### src/rtl/i2cs_pkg.sv
package i2cs_pkg;

    typedef enum logic [3:0] {
        PH_IDLE,
        PH_START_A,
        PH_START_B,
        PH_HOLD,
        PH_BIT_LO,
        PH_BIT_HI,
        PH_ACK_LO,
        PH_ACK_HI,
        PH_STOP_A,
        PH_STOP_B,
        PH_STOP_C
    } phase_e;

    localparam logic [7:0] ST_START     = 8'h08;
    localparam logic [7:0] ST_WA_ACK    = 8'h18;
    localparam logic [7:0] ST_WA_NACK   = 8'h20;
    localparam logic [7:0] ST_WD_ACK    = 8'h28;
    localparam logic [7:0] ST_WD_NACK   = 8'h30;
    localparam logic [7:0] ST_ARB_LOST  = 8'h38;
    localparam logic [7:0] ST_RA_ACK    = 8'h40;
    localparam logic [7:0] ST_RA_NACK   = 8'h48;
    localparam logic [7:0] ST_RD_ACK    = 8'h50;
    localparam logic [7:0] ST_RD_NACK   = 8'h58;
    localparam logic [7:0] ST_NONE      = 8'hF8;

    // Status code after the ninth clock of a byte.
    function automatic logic [7:0] ack_status(input logic addr_byte,
                                              input logic rd,
                                              input logic nack);
        if (addr_byte)
            return rd ? (nack ? ST_RA_NACK : ST_RA_ACK)
                      : (nack ? ST_WA_NACK : ST_WA_ACK);
        return rd ? (nack ? ST_RD_NACK : ST_RD_ACK)
                  : (nack ? ST_WD_NACK : ST_WD_ACK);
    endfunction

endpackage

### src/rtl/i2cs_line_sync.sv
module i2cs_line_sync #(
    parameter int STAGES = 2
) (
    input  logic clk,
    input  logic rst,
    input  logic d,
    output logic q
);
    localparam int N = (STAGES < 2) ? 2 : STAGES;

    logic [N-1:0] chain;

    always_ff @(posedge clk) begin
        if (rst) chain <= '1;
        else     chain <= {chain[N-2:0], d};
    end

    assign q = chain[N-1];
endmodule

### src/rtl/i2cs_tick_gen.sv
module i2cs_tick_gen #(
    parameter int HALF_PERIOD = 10
) (
    input  logic clk,
    input  logic rst,
    output logic tick
);
    localparam int CW = (HALF_PERIOD > 1) ? $clog2(HALF_PERIOD) : 1;
    localparam logic [CW-1:0] LAST = CW'(HALF_PERIOD - 1);

    logic [CW-1:0] cnt;

    always_ff @(posedge clk) begin
        if (rst)              cnt <= '0;
        else if (cnt == LAST) cnt <= '0;
        else                  cnt <= cnt + 1'b1;
    end

    assign tick = (cnt == LAST);
endmodule

### src/rtl/stepped_i2c_master.sv
module stepped_i2c_master
    import i2cs_pkg::*;
#(
    parameter int HALF_PERIOD = 10,
    parameter int SYNC_STAGES = 2
) (
    input  logic       clk,
    input  logic       rst,
    input  logic       set_start,
    input  logic       set_stop,
    input  logic       clr_flag,
    input  logic       ack_en,
    input  logic       wr_en,
    input  logic [7:0] wr_data,
    output logic [7:0] rd_data,
    output logic [7:0] status,
    output logic       irq_flag,
    output logic       start_pending,
    output logic       stop_pending,
    input  logic       scl_in,
    input  logic       sda_in,
    output logic       scl_oe,
    output logic       sda_oe
);
    logic scl_s, sda_s, tick;

    i2cs_line_sync #(.STAGES(SYNC_STAGES)) u_sync_scl (
        .clk(clk), .rst(rst), .d(scl_in), .q(scl_s));
    i2cs_line_sync #(.STAGES(SYNC_STAGES)) u_sync_sda (
        .clk(clk), .rst(rst), .d(sda_in), .q(sda_s));
    i2cs_tick_gen #(.HALF_PERIOD(HALF_PERIOD)) u_tick (
        .clk(clk), .rst(rst), .tick(tick));

    phase_e     st;
    logic [7:0] sh, dat_q, code_q;
    logic [2:0] bitn;
    logic       first_q, rx_q, flag_q, start_q, stop_q;
    logic       scl_drv, sda_drv, sda_dly;
    logic       xmit;

    // The master drives SDA with data when it sends the address or any write byte.
    assign xmit = first_q || !rx_q;

    always_ff @(posedge clk) begin
        if (rst) begin
            st      <= PH_IDLE;
            sh      <= '0;
            dat_q   <= '0;
            code_q  <= ST_NONE;
            bitn    <= '0;
            first_q <= 1'b0;
            rx_q    <= 1'b0;
            flag_q  <= 1'b0;
            start_q <= 1'b0;
            stop_q  <= 1'b0;
            scl_drv <= 1'b0;
            sda_drv <= 1'b0;
            sda_dly <= 1'b0;
        end else begin
            sda_dly <= sda_drv;
            if (set_start) start_q <= 1'b1;
            if (set_stop)  stop_q  <= 1'b1;
            if (clr_flag)  flag_q  <= 1'b0;
            if (wr_en)     dat_q   <= wr_data;

            case (st)
                PH_IDLE: begin
                    if (stop_q) stop_q <= 1'b0;
                    if (tick && start_q && !flag_q && scl_s && sda_s) begin
                        st      <= PH_START_A;
                        sda_drv <= 1'b1;
                    end
                end
                PH_START_A: if (tick) begin
                    st      <= PH_START_B;
                    scl_drv <= 1'b1;
                end
                PH_START_B: if (tick) begin
                    st      <= PH_HOLD;
                    start_q <= 1'b0;
                    flag_q  <= 1'b1;
                    code_q  <= ST_START;
                    first_q <= 1'b1;
                end
                PH_HOLD: if (tick && !flag_q) begin
                    if (stop_q) begin
                        st      <= PH_STOP_A;
                        sda_drv <= 1'b1;
                    end else begin
                        st   <= PH_BIT_LO;
                        bitn <= 3'd7;
                        sh   <= dat_q;
                        if (first_q) rx_q <= dat_q[0];
                        sda_drv <= (first_q || !rx_q) ? !dat_q[7] : 1'b0;
                    end
                end
                PH_BIT_LO: if (tick) begin
                    st      <= PH_BIT_HI;
                    scl_drv <= 1'b0;
                end
                PH_BIT_HI: if (tick) begin
                    if (xmit && !sda_drv && !sda_s) begin
                        st      <= PH_IDLE;
                        scl_drv <= 1'b0;
                        sda_drv <= 1'b0;
                        flag_q  <= 1'b1;
                        code_q  <= ST_ARB_LOST;
                        first_q <= 1'b0;
                    end else begin
                        sh      <= {sh[6:0], sda_s};
                        scl_drv <= 1'b1;
                        if (bitn == 3'd0) begin
                            st      <= PH_ACK_LO;
                            sda_drv <= xmit ? 1'b0 : ack_en;
                        end else begin
                            bitn    <= bitn - 1'b1;
                            st      <= PH_BIT_LO;
                            sda_drv <= xmit ? !sh[6] : 1'b0;
                        end
                    end
                end
                PH_ACK_LO: if (tick) begin
                    st      <= PH_ACK_HI;
                    scl_drv <= 1'b0;
                end
                PH_ACK_HI: if (tick) begin
                    st      <= PH_HOLD;
                    scl_drv <= 1'b1;
                    flag_q  <= 1'b1;
                    code_q  <= ack_status(first_q, rx_q, sda_s);
                    first_q <= 1'b0;
                    if (!xmit) dat_q <= sh;
                end
                PH_STOP_A: if (tick) begin
                    st      <= PH_STOP_B;
                    scl_drv <= 1'b0;
                end
                PH_STOP_B: if (tick) begin
                    st      <= PH_STOP_C;
                    sda_drv <= 1'b0;
                end
                PH_STOP_C: if (tick) begin
                    st     <= PH_IDLE;
                    stop_q <= 1'b0;
                end
                default: st <= PH_IDLE;
            endcase
        end
    end

    assign scl_oe        = scl_drv;
    assign sda_oe        = sda_dly;
    assign irq_flag      = flag_q;
    assign status        = flag_q ? code_q : ST_NONE;
    assign rd_data       = dat_q;
    assign start_pending = start_q;
    assign stop_pending  = stop_q;
endmodule

### config.mk
export PLATFORM = sky130hd
export DESIGN_NAME = stepped_i2c_master
export DESIGN_NICKNAME = d
export VERILOG_FILES = /design/src/rtl/i2cs_pkg.sv /design/src/rtl/i2cs_line_sync.sv /design/src/rtl/i2cs_tick_gen.sv /design/src/rtl/stepped_i2c_master.sv
export SDC_FILE = /design/constraint.sdc
export NUM_CORES = 1
export LEC_CHECK = 0
export ABC_AREA = 1
export BUFFER_PORTS_ARGS = -buffer_cell sky130_fd_sc_hd__buf_2
export CAP_MARGIN = 20
export CELL_PAD_IN_SITES_DETAIL_PLACEMENT = 1
export CELL_PAD_IN_SITES_GLOBAL_PLACEMENT = 1
export CORE_ASPECT_RATIO = 1.2
export CORE_MARGIN = 5
export CORE_UTILIZATION = 42
export CTS_BUF_LIST = sky130_fd_sc_hd__clkbuf_4
export DETAILED_ROUTE_END_ITERATION = 10
export PLACE_DENSITY_LB_ADDON = 0.2
export SLEW_MARGIN = 20
export SYNTH_ARGS = -nofsm -noshare
export SYNTH_HDL_FRONTEND = slang
export SYNTH_SLANG_ARGS = --single-unit
### constraint.sdc
create_clock -name clk -period 2.1 [get_ports clk]
set_clock_uncertainty 0.15 [all_clocks]
set_input_delay 0.42 -clock clk [delete_from_list [all_inputs] [get_ports clk]]
set_output_delay 0.42 -clock clk [all_outputs]
set_load 0.02 [all_outputs]
==> flow_metrics.tcl <==
set metrics [dict create \
    cts_post_setup_buffers_inserted 0 \
    grtUsageTotal 0.185 \
    ff_latch_area_um2 882 \
    finalCriticalPeriod_ns 1.91 \
    synth_top_cell_by_area "dfxtp_1" \
    yosysTopAreaCellShare 0.360 \
    antenna_found_initial 0 \
    ys_ff_latch 44 \
    crit_path_end_kind "flop" \
    wirelength_um 6360 \
    hold_buffers 0 \
    tns_ns 0 \
    ant_nets 0 \
    worst_hold_startpoint "sda_in" \
    cts_tree "done" \
    rsz0062_at_grt "false" \
    cts_buffers 5 \
    synth.area.top_cells "dfxtp_1 (36%), nand2_1 (11%), o21ai_0 (6.9%), inv_1 (5.7%), nor2_2 (4.6%)" \
    route.detailed.drc 0 \
    dpl.hpwl_um 4940 \
    start_kind "flop" \
    drive_above_1_share 0.276 \
    hold_viol 0 \
    fillCellCount 747 \
    netlist_instances 345 \
    dieArea_mm2 0.00747 \
    insertion_delay_ns 0.37 \
    hp-class "primary input to flop" \
    syn_to_final_growth_pct 13.0 \
    clockRootBuffer "clkbuf_4" \
    gp_congestion 0.878 \
    grt_overflow 0 \
    worstSetupStartpoint "u_tick.cnt[0]" \
    path_clk_slew_ns 0.14 \
    fp.dieH_um 93.7 \
    fin_nets 404 \
    synth_common_cells "nand2_1 (74), dfxtp_1 (44), inv_1 (37)" \
    clk_path_buf_depth 2 \
    r2r-start "u_tick.cnt[0]" \
    synth.distinct_cells 33 \
    yosysWarningCount 0 \
    cap_violations 0 \
    setup_viol 0 \
    ys.flop_type "dfxtp_1" \
    ys_seq_area_frac 0.360 \
    ir_drop_uv 381 \
    grt_max_degree 20 \
    vias_per_cell 4.89 \
    die_w_um 79.7 \
    critPathMaxFanout 7 \
    wl_per_cell_um 13.8 \
    netlist_area_mm2 0.00245 \
    io_buffers 34 \
    cp.arrival_ns 2.02 \
    top_level_ports 38 \
    syn_area_per_cell_um2 7.10 \
    grt_pass1_vias 2357 \
    multi_input_area_mm2 0.00134 \
    synth_edf_count 0 \
    required_ns 2.21 \
    power_mw 2.53 \
    start_util 0.432 \
    period_share 0.909 \
    power_leakage_nw 1.25 \
    status "finished clean" \
    coreArea_mm2 0.00567 \
    fmax_mhz 524 \
    grt_pass1_wl_um 10800 \
    drt_iter0_markers 78 \
    num_antenna_cells 0 \
    critPathKind "flop to flop" \
    drtPass1Iterations 4 \
    async_flop_share 0 \
    clock_sinks 44 \
    rows 30 \
    powerDensity_mw_per_mm2 915 \
    cts-htree-levels 2 \
    drv_slew 0 \
    vias 2254 \
    synth_most_common_cell "nand2_1" \
]
==> what timing repair did <==
action / in CTS / in global routing
gates resized for setup: 0 / 1
setup endpoints to repair: 0 / 1
endpoints found under the hold margin: 0 / 0
==> where the power goes <==
| group | switching, mW | internal (mW) |
|---|---|---|
| sequential | 0.108 | 0.937 |
| combinational | 0.672 | 0.362 |
| clock | 0.292 | 0.161 |
| total | 1.07 | 1.46 |
==> registers in the layout (all words and copies together) (netlist names), 2 cells and up <==
name              flops
rd_data               8
sh                    8
code_q                5
st                    4
u_tick.cnt            4
bitn                  3
u_sync_scl.chain      2
u_sync_sda.chain      2
==> cells in the final DEF, fill, tap and decap left out <==
master / instances
a211oi_1: 1
a21oi_1: 20
a311oi_1: 1
buf_12: 1
buf_2: 34
buf_4: 5
clkbuf_4: 7
clkinv_4: 1
conb_1: 3
dfxtp_1: 43
dfxtp_2: 1
ha_1: 7
inv_1: 37
inv_2: 6
mux2_2: 7
nand2_1: 74
nand2_2: 4
nand2_4: 2
nand3_1: 14
nand3_2: 1
nand3b_1: 1
nor2_1: 29
nor2_2: 18
nor2_4: 6
nor3_1: 4
nor3_4: 1
o211ai_1: 1
o21ai_0: 34
o21ai_1: 2
o21ai_2: 2
o31ai_1: 2
or2_2: 9
xnor2_1: 1
xor2_1: 2
==> cell families (layout without fill, tap and decap cells) <==
group,Yosys count,after routing,synth area share
other,1,3,0.00153
AND/OR/NAND/NOR,163,163,0.324
flip-flops,44,44,0.360
XOR/XNOR,3,3,0.0107
buffers and inverters,57,91,0.0986
AO/OA/AOI/OAI,63,63,0.137
adder cells (fa/ha/maj),7,7,0.0357
multiplexers,7,7,0.0322
==> worst max-delay path: stages, from the launching register on <==
cell	delay [ns]
dfxtp_1	0.41
ha_1	0.19
nand2_1	0.09
nor2_4	0.18
nand2_1	0.10
nand2_1	0.08
nand2_2	0.10
inv_1	0.07
nand3_1	0.18
nor3_1	0.20
nor2_1	0.06
==> metrics by stage <==
step / area (um^2) / util / hold slack, ns / setup slack [ns] / cells
3_5_place_dp: 2710 / 0.477 / 0.249 / 0.185 / 453
6_report: 2770 / 0.488 / 0.0686 / 0.192 / 461
2_1_floorplan: 2460 / - / 0.239 / 0.394 / 347
5_1_grt: 2770 / 0.488 / 0.0484 / 0.0231 / 461
3_3_place_gp: 2710 / 0.477 / 0.241 / 0.197 / 453
4_1_cts: 2770 / 0.488 / 0.0596 / 0.174 / 461
==> path summary, 6_finish.rpt <==
check        depth (start not counted)                  end  slack (ns)
min reg2reg                          1  u_sync_scl.chain[1]        0.28
min                                  2  u_sync_sda.chain[0]        0.07
max reg2reg                         10              bitn[2]        0.19
max                                 10              bitn[2]        0.19
==> layer usage <==
| metal | part of all wire | up-vias | GRT usage | wire (um) |
|---|---|---|---|---|
| li1 | - | 1153 | - | - |
| met1 | 0.43 | 1058 | 0.207 | 2740 |
| met2 | 0.52 | 35 | 0.347 | 3320 |
| met3 | 0.035 | 8 | 0.0326 | 222 |
| met4 | 0.012 | 0 | 0.0602 | 79 |
| met5 | 0 | - | 0 | 0 |
==> layout make-up <==
type | instances | share of cell area
Sequential cell | 44 | 0.319
Clock inverter | 1 | 0.00316
Clock buffer | 7 | 0.0190
Multi-Input combinational cell | 246 | 0.482
Tap cell | 80 | 0.0362
Timing Repair Buffer | 40 | 0.0823
Inverter | 43 | 0.0583
Note: power is estimated with default switching activity, not from simulation.
